<file path="src/rtl/pci_twr_ctrl.sv">
module pci_twr_ctrl #(
  parameter int AW = 32,
  parameter int DW = 32,
  parameter int WAIT_MAX = 8
) (
  input  logic          clk,
  input  logic          rst_n,
  input  logic          dp_valid,
  input  logic [1:0]    dp_kind,
  input  logic          fifo_full,
  input  logic          fifo_empty,
  input  logic          burst_hint,
  input  logic [3:0]    io_cmd,
  input  logic [AW-1:0] io_addr,
  input  logic [DW-1:0] io_data,
  input  logic [DW/8-1:0] io_be,
  output logic          rsp_accept,
  output logic          rsp_wait,
  output logic          rsp_disconnect_data,
  output logic          rsp_disconnect_nodata,
  output logic          rsp_retry,
  output logic          fifo_push,
  output logic          fifo_clear,
  output logic [1:0]    dw_status
);
  localparam int CW = $clog2(WAIT_MAX + 1);
  localparam int BW = DW / 8;
  localparam logic [1:0] K_MEM = 2'b00, K_IO = 2'b01, K_CFG = 2'b10;
  localparam logic [1:0] S_IDLE = 2'b00, S_PEND = 2'b01, S_DONE = 2'b10;

  logic [CW-1:0] wcnt;
  logic [1:0]    st;
  logic [3:0]    s_cmd;
  logic [AW-1:0] s_addr;
  logic [DW-1:0] s_data;
  logic [BW-1:0] s_be;

  wire mem_ph = dp_valid && dp_kind == K_MEM;
  wire io_ph  = dp_valid && dp_kind == K_IO;
  wire cfg_ph = dp_valid && dp_kind == K_CFG;

  wire io_hit    = io_cmd == s_cmd && io_addr == s_addr && io_data == s_data && io_be == s_be;
  wire mem_hold  = mem_ph && fifo_full && burst_hint && wcnt < CW'(WAIT_MAX);
  wire io_take   = io_ph && st == S_IDLE && !fifo_full;
  wire io_retire = io_ph && st == S_DONE && io_hit;

  assign rsp_accept            = mem_ph && !fifo_full;
  assign rsp_wait              = mem_hold;
  assign rsp_disconnect_nodata = mem_ph && fifo_full && !mem_hold;
  assign rsp_disconnect_data   = cfg_ph || io_retire;
  assign rsp_retry             = io_ph && !io_retire;
  assign fifo_push             = rsp_accept || io_take;
  assign fifo_clear            = io_retire;
  assign dw_status             = st;

  always_ff @(posedge clk) begin
    if (!rst_n) wcnt <= '0;
    else        wcnt <= mem_hold ? wcnt + CW'(1) : '0;
  end

  always_ff @(posedge clk) begin
    if (!rst_n) st <= S_IDLE;
    else begin
      case (st)
        S_IDLE:  if (io_take) st <= S_PEND;
        S_PEND:  if (fifo_empty) st <= S_DONE;
        S_DONE:  if (io_retire) st <= S_IDLE;
        default: st <= S_IDLE;
      endcase
    end
  end

  always_ff @(posedge clk) begin
    if (!rst_n) begin
      s_cmd  <= '0;
      s_addr <= '0;
      s_data <= '0;
      s_be   <= '0;
    end else if (io_take) begin
      s_cmd  <= io_cmd;
      s_addr <= io_addr;
      s_data <= io_data;
      s_be   <= io_be;
    end
  end
endmodule

</file>
<file path="config.mk">
export PLATFORM = sky130hd
export DESIGN_NAME = pci_twr_ctrl
export DESIGN_NICKNAME = d
export VERILOG_FILES = /design/src/rtl/pci_twr_ctrl.sv
export SDC_FILE = /design/constraint.sdc
export NUM_CORES = 1
export LEC_CHECK = 0
export BUFFER_PORTS_ARGS = -buffer_cell sky130_fd_sc_hd__buf_2
export CORE_MARGIN = 2
export CORE_UTILIZATION = 54
export DETAILED_ROUTE_END_ITERATION = 6
export PLACE_DENSITY = 0.92
export SKIP_LAST_GASP = 1
export SYNTH_ARGS = -nofsm -noshare
export SYNTH_HDL_FRONTEND = slang
export SYNTH_SLANG_ARGS = --single-unit
</file>
<file path="constraint.sdc">
create_clock -name clk -period 1.7 [get_ports clk]
set_input_delay 0.085 -clock clk [delete_from_list [all_inputs] [get_ports clk]]
set_output_delay 0.085 -clock clk [all_outputs]
set_load 0.02 [all_outputs]
</file>
==> results of run 1 <==
## state kept, by name, summed over array words and instances (netlist names)
name,cells
s_be,4
s_addr,32
s_cmd,4
s_data,32
dw_status,2
wcnt,4
## cell usage in the layout, fill, tap and decap left out, types with 5 or more instances in the layout
master         instances
nand2_2               10
dfxtp_1               65
dfxtp_2               10
clkbuf_8              10
nor2_1                 9
dlygate4sd3_1         64
a21boi_2               9
nand3_1                5
buf_2                 85
xor2_1                57
xnor2_1                6
a21boi_1              60
buf_4                  9
nor4_2                 9
nand2_1              140
nand4_1                6
nor4_1                14
## worst min-delay path: stages
cell	delay [ns]
buf_2	0.12
nand2_1	0.07
a21boi_1	0.06
## cells by family (layout without fill, tap and decap cells)
family | count (synthesis) | after routing | share of synthesized area (%)
adder cells (fa/ha/maj) | 1 | 1 | 0.311
buffers and inverters | 25 | 183 | 3.64
AND/OR/NAND/NOR | 212 | 212 | 25.6
AO/OA/AOI/OAI | 79 | 79 | 15.4
XOR/XNOR | 74 | 74 | 16.3
flip-flops | 78 | 78 | 38.8
other | 0 | 1 | 0
## power groups by stage
stage | Sequential (W) | Clock, W | Combinational (W)
floorplan | 0.00193 | 0 | 0.000250
global placement | 0.00193 | 0 | 0.000460
detailed placement | 0.00193 | 0 | 0.000472
CTS | 0.00189 | 0.00137 | 0.000600
global route | 0.00190 | 0.00150 | 0.000723
finish | 0.00189 | 0.00143 | 0.000694
## cell type report
class / instances / area, µm²
Antenna cell: 1 / 2.50
Inverter: 3 / 11.3
Fill cell: 415 / 1540
Multi-Input combinational cell: 366 / 2530
Clock inverter: 4 / 47.5
Sequential cell: 78 / 1590
Timing Repair Buffer: 165 / 1240
Clock buffer: 11 / 141
Tap cell: 99 / 124
## worst paths after layout
| path | end | start | slack (ns) |
|---|---|---|---|
| max | rsp_disconnect_data | s_data[11] | -0.80 |
| min | s_addr[15] | io_addr[15] | -0.008 |
| max reg2reg | dw_status[1] | s_data[11] | -0.28 |
| min reg2reg | wcnt[3] | wcnt[1] | 0.47 |
## per-stage QoR
stage               TNS (ns)  power, W
floorplan                  0   0.00218
global placement      -0.477   0.00239
detailed placement    -0.567   0.00240
CTS                    -1.41   0.00386
global route           -2.67   0.00412
finish                 -2.45   0.00402
## routing by layer
layer  vias up  GRT usage [%]
met2       328           54.9
met4         0           18.6
met1      2059           37.3
met3       114           6.84
met5         -              0
li1       1868              -
## timing repair
item | 4_1_cts | 5_1_grt
setup endpoints to repair | 4 | 5
hold buffers | 63 | 1
resized for setup | 12 | 39
endpoints found under the hold margin | 63 | 1
buffers inserted | 1 | 2
pin swaps | 9 | 21
==> impl_metrics.py, run 1 <==
metrics = {
    "status": {
        "run_status": "finished, violations left",
        "violations": "negative hold slack, negative setup slack",
    },
    "floorplanning": {
        "fp.dieH_um": 90.3,
        "die_x_um": 90.3,
        "initial_utilization_pct": 55.8,
        "placementRows": 31,
        "ioPinCount": 89,
        "core-area_um2": 7210,
        "dieArea_um2": 8160,
    },
    "logic_synthesis": {
        "synth_enable_flop_cells": 0,
        "synth_ff_type": "dfxtp_1",
        "synth.most_common_cell": "nand2_1",
        "yosysWarnings": 0,
        "synthTopCellsByCount": "141 x nand2_1, 78 x dfxtp_1, 64 x xor2_1",
        "synth_top_cell_by_area": "dfxtp_1",
        "syn-num-nets": 550,
        "ys_seq_area_share_pct": 38.8,
        "yosys_register_bits": 78,
        "syn_avg_cell_area_um2": 8.58,
        "async_flop_share_pct": 0,
        "ys_types": 35,
        "yosys-top-cells-area": "dfxtp_1 39%, xor2_1 14%, nand2_1 13%, a21boi_1 11%, nor4_1 3.6%",
        "synthCells": 469,
        "netlist_area_um2": 4020,
        "synth_top_area_share_pct": 38.8,
    },
    "power_and_ir_drop": {
        "leakagePower_nw": 2.32,
        "power_density_nw_per_um2": 707,
        "p_int_w": 0.00289,
        "switching_share_pct": 28.0,
        "power_frac_seq_pct": 47.1,
        "pwr-share-clk_pct": 35.6,
        "pwr-share-comb_pct": 17.3,
        "ir_drop_mv": 0.707,
        "switchingPower_w": 0.00112,
    },
    "critical_path": {
        "worst_r2r_path_depth": 6,
        "critPathKind": "reg2out",
        "slowest_stage": "nor4_4",
        "path_depth": 7,
        "worstPathArrival_ns": 2.41,
        "end_kind": "primary output",
        "required_ns": 1.62,
        "path_max_fanout": 3,
        "path_delay_family": "simple AND/OR/NAND/NOR gates",
        "path_cells": "xor2_4 > nor4_4 > nand4_1 > nor4_2 > buf_4 > a32o_2 > buf_6",
        "cpPeakStageDelay_ns": 0.42,
        "crit_buf_inv": 2,
        "critPathLaunchType": "flop",
    },
    "route": {
        "firstDrtPassIters": 6,
        "highest_layer": "met4",
        "drtIter0Drc": 547,
        "wl_per_cell_um": 20.4,
        "wl_met3_mm": 1.39,
        "dr_wl_met2_mm": 6.84,
        "vias": 4369,
        "wirelength_mm": 14.9,
        "ant_nets": 0,
        "remaining_drc_errors": 0,
        "wl_met1_mm": 5.44,
        "via_per_inst": 6.01,
    },
    "sta": {
        "tightest_slew_ns": 0.535,
        "rsz0062_at_grt": "true",
        "setup_viol": 4,
        "finalHoldViolCount": 1,
        "finalCritPeriodShare_pct": 147,
        "timing.fmax_ghz": 0.401,
        "fin_skew_ns": 0.0158,
        "min_period_ns": 2.50,
        "fin_ws_ns": -0.796,
        "fin_hold_ws_ns": -0.00762,
        "drv_slew": 0,
        "relSlewSlack_pct": 64.2,
    },
    "hold_path": {
        "holdPathStages": 3,
        "hp-class": "in2reg",
    },
    "cells_and_area": {
        "area_delta_synth_final_pct": 41.2,
        "nets": 704,
        "drive_gt1_share_pct": 28.5,
        "final_area_um2": 5680,
        "instances_no_fill": 727,
        "utilization_pct": 78.7,
    },
    "global_routing": {
        "grt-ovfl-total": 0,
        "grt_use_total_pct": 32.2,
        "grt_pass1_vias": 4184,
        "grt_max_degree": 77,
        "antenna_found_initial": 1,
        "grt_pass1_wl_mm": 20.6,
    },
    "clock_tree": {
        "cts.clk_slew.worst_paths_ns": 0.09,
        "h-tree-depth": 3,
        "clk_path_buf_depth": 2,
        "cts-buffers-inserted": 9,
        "root_buffer": "clkbuf_8",
        "clkSinkCount": 78,
        "clk_latency_ns": 0.38,
        "tritoncts": "yes",
    },
    "placed_design": {
        "io_buffers": 88,
        "place.gp.congestion": 0.942,
        "placedCellCount": 644,
        "hpwl_mm": 7.37,
        "dp_slack_ns": -0.222,
        "placed_cell_area_um2": 4580,
    },
    "run": {
        "max_cap_violations": 0,
    },
}
Power figures use the tool's default switching activity.
==> run 2: changes to the inputs <==
PLACE_DENSITY = 0.8   (was 0.92)
==> run 2 against run 1 <==
Clock power grew 26%. Via count shrank 6.8%. Cell count grew 0.28%. The run still ends with negative hold slack, negative setup slack left. Worst setup slack gained 0.22 ns. Sequential cell count is the same. Critical path type unchanged.
==> impl_metrics.py, run 2 (same netlist as run 1, synthesis figures left out) <==
metrics = {
    "status": {
        "run_status": "finished, violations left",
        "violations": "negative hold slack, negative setup slack",
    },
    "critical_path": {
        "path_depth": 6,
        "path_max_fanout": 2,
        "path_cells": "xor2_1 > nor4_2 > nand4_1 > nor4_4 > nor4bb_4 > buf_4",
        "slowest_stage": "nor4bb_4",
        "reg2reg_setup_slack_ns": 0.02,
        "crit_buf_inv": 1,
        "critPathKind": "reg2out",
        "critPathLaunchType": "flop",
        "path_delay_family": "simple AND/OR/NAND/NOR gates",
        "cpPeakStageDelay_ns": 0.39,
        "required_ns": 1.62,
        "r2r-end": "dw_status[1]",
        "worstPathArrival_ns": 2.19,
        "worst_r2r_path_depth": 6,
        "critPathLaunch": "s_addr[5]",
        "end_kind": "primary output",
        "r2r-start": "s_addr[23]",
    },
    "global_routing": {
        "antenna_found_initial": 1,
        "grt-ovfl-total": 0,
        "grt_use_total_pct": 29.4,
        "grt_pass1_vias": 4002,
        "grt_max_degree": 66,
        "grt_pass1_wl_mm": 19.1,
    },
    "clock_tree": {
        "root_buffer": "clkbuf_8",
        "cts.clk_slew.worst_paths_ns": 0.08,
        "tritoncts": "yes",
        "cts-buffers-inserted": 9,
        "h-tree-depth": 3,
        "clkSinkCount": 78,
        "clk_latency_ns": 0.37,
        "clk_path_buf_depth": 2,
    },
    "sta": {
        "fin_ws_ns": -0.577,
        "finalCritPeriodShare_pct": 134,
        "fin_skew_ns": 0.00881,
        "relSlewSlack_pct": 61.6,
        "rsz0062_at_grt": "true",
        "timing.fmax_ghz": 0.439,
        "min_period_ns": 2.28,
        "fin_hold_ws_ns": -0.00590,
        "setup_viol": 3,
        "finalHoldViolCount": 2,
        "tightest_slew_ns": 0.575,
        "drv_slew": 0,
    },
    "placed_design": {
        "io_buffers": 88,
        "place.gp.congestion": 0.922,
        "placed_cell_area_um2": 4630,
        "hpwl_mm": 7.57,
    },
    "route": {
        "wirelength_mm": 12.8,
        "via_per_inst": 5.58,
        "vias": 4070,
        "remaining_drc_errors": 0,
        "ant_nets": 0,
        "wl_per_cell_um": 17.5,
        "drtIter0Drc": 385,
        "firstDrtPassIters": 5,
    },
    "cells_and_area": {
        "drive_gt1_share_pct": 29.9,
        "nets": 706,
        "final_area_um2": 5690,
        "final_common_cell": "nand2_1",
        "final_cell_mix": "140 x nand2_1, 85 x buf_2, 65 x dfxtp_1",
        "utilization_pct": 78.8,
        "area_delta_synth_final_pct": 41.4,
        "reg_top3": "s_addr x32, s_data x32",
    },
    "hold_path": {
        "holdPathStages": 3,
        "worstHoldStart": "io_addr[9]",
        "hp-class": "in2reg",
        "holdPathEnd": "s_addr[9]",
    },
    "floorplanning": {
        "placementRows": 31,
        "die_x_um": 90.3,
        "dieArea_um2": 8160,
        "fp.dieH_um": 90.3,
        "core-area_um2": 7210,
        "initial_utilization_pct": 55.8,
        "ioPinCount": 89,
    },
    "power_and_ir_drop": {
        "leakagePower_nw": 2.36,
        "ir_drop_mv": 0.663,
        "power_density_nw_per_um2": 767,
    },
    "run": {
        "max_cap_violations": 0,
    },
}
## run 2: changes by cell type in the layout (fill, tap and decap cells not counted), moves of 3 or more
cell	change
dfxtp_2	+3
xor2_2	+5
dfxtp_4	-3
dlygate4sd3_1	-6
xor2_4	-3
buf_4	+9
## run 2: worst max path at each step
stage	endpoint
after global routing	fifo_clear
after floorplan	fifo_clear
after global placement	fifo_clear
after CTS	fifo_clear
final	fifo_clear
after detailed placement	fifo_clear
## run 2: layout make-up
type | instances | area, µm²
multi-input cells | 366 | 2480
flip-flops and latches | 78 | 1580
fillers | 451 | 1530
repair buffers | 167 | 1230
clock buffers | 12 | 165
well taps | 99 | 124
clock inverters | 3 | 90.1
inverters | 3 | 11.3
diodes | 1 | 2.50
## run 2: worst reg2reg max path: cells and delay by family (launching register included)
kind	cells	cell delay (ns)
buffers and inverters	1	0.18
AND/OR/NAND/NOR	3	0.81
flip-flops	1	0.34
XOR/XNOR	1	0.16
AO/OA/AOI/OAI	1	0.08
## run 2: through the flow
stage	worst slack [ns]	TNS (ns)	std cells	total power (W)
floorplan	0.0403	0	469	0.00218
global placement	-0.157	-0.354	653	0.00241
detailed placement	-0.176	-0.376	653	0.00242
CTS	-0.525	-1.49	725	0.00428
global route	-0.673	-1.86	729	0.00448
finish	-0.577	-1.50	729	0.00436
## run 2: routing by layer
metal	vias to the layer above	wire [µm]	GRT usage, %
li1	1867	-	-
met1	1960	5110	36.1
met2	202	6360	50.6
met3	41	851	6.84
met4	0	443	10.5
met5	-	0	0
## run 2: repair_timing
item / in CTS / in global routing
hold endpoints to repair: 57 / 1
setup endpoints to repair: 3 / 6
hold buffers: 57 / 1
gates resized for setup: 10 / 34
setup buffers: 0 / 1
pin swaps: 6 / 20
cloned: 0 / 1
## run 2: power by group
group	switching, W	internal [W]	total, W	leakage [nW]
Sequential	0.0000295	0.00186	0.00189	0.637
Clock	0.000716	0.00109	0.00180	0.129
Combinational	0.000336	0.000328	0.000664	1.59
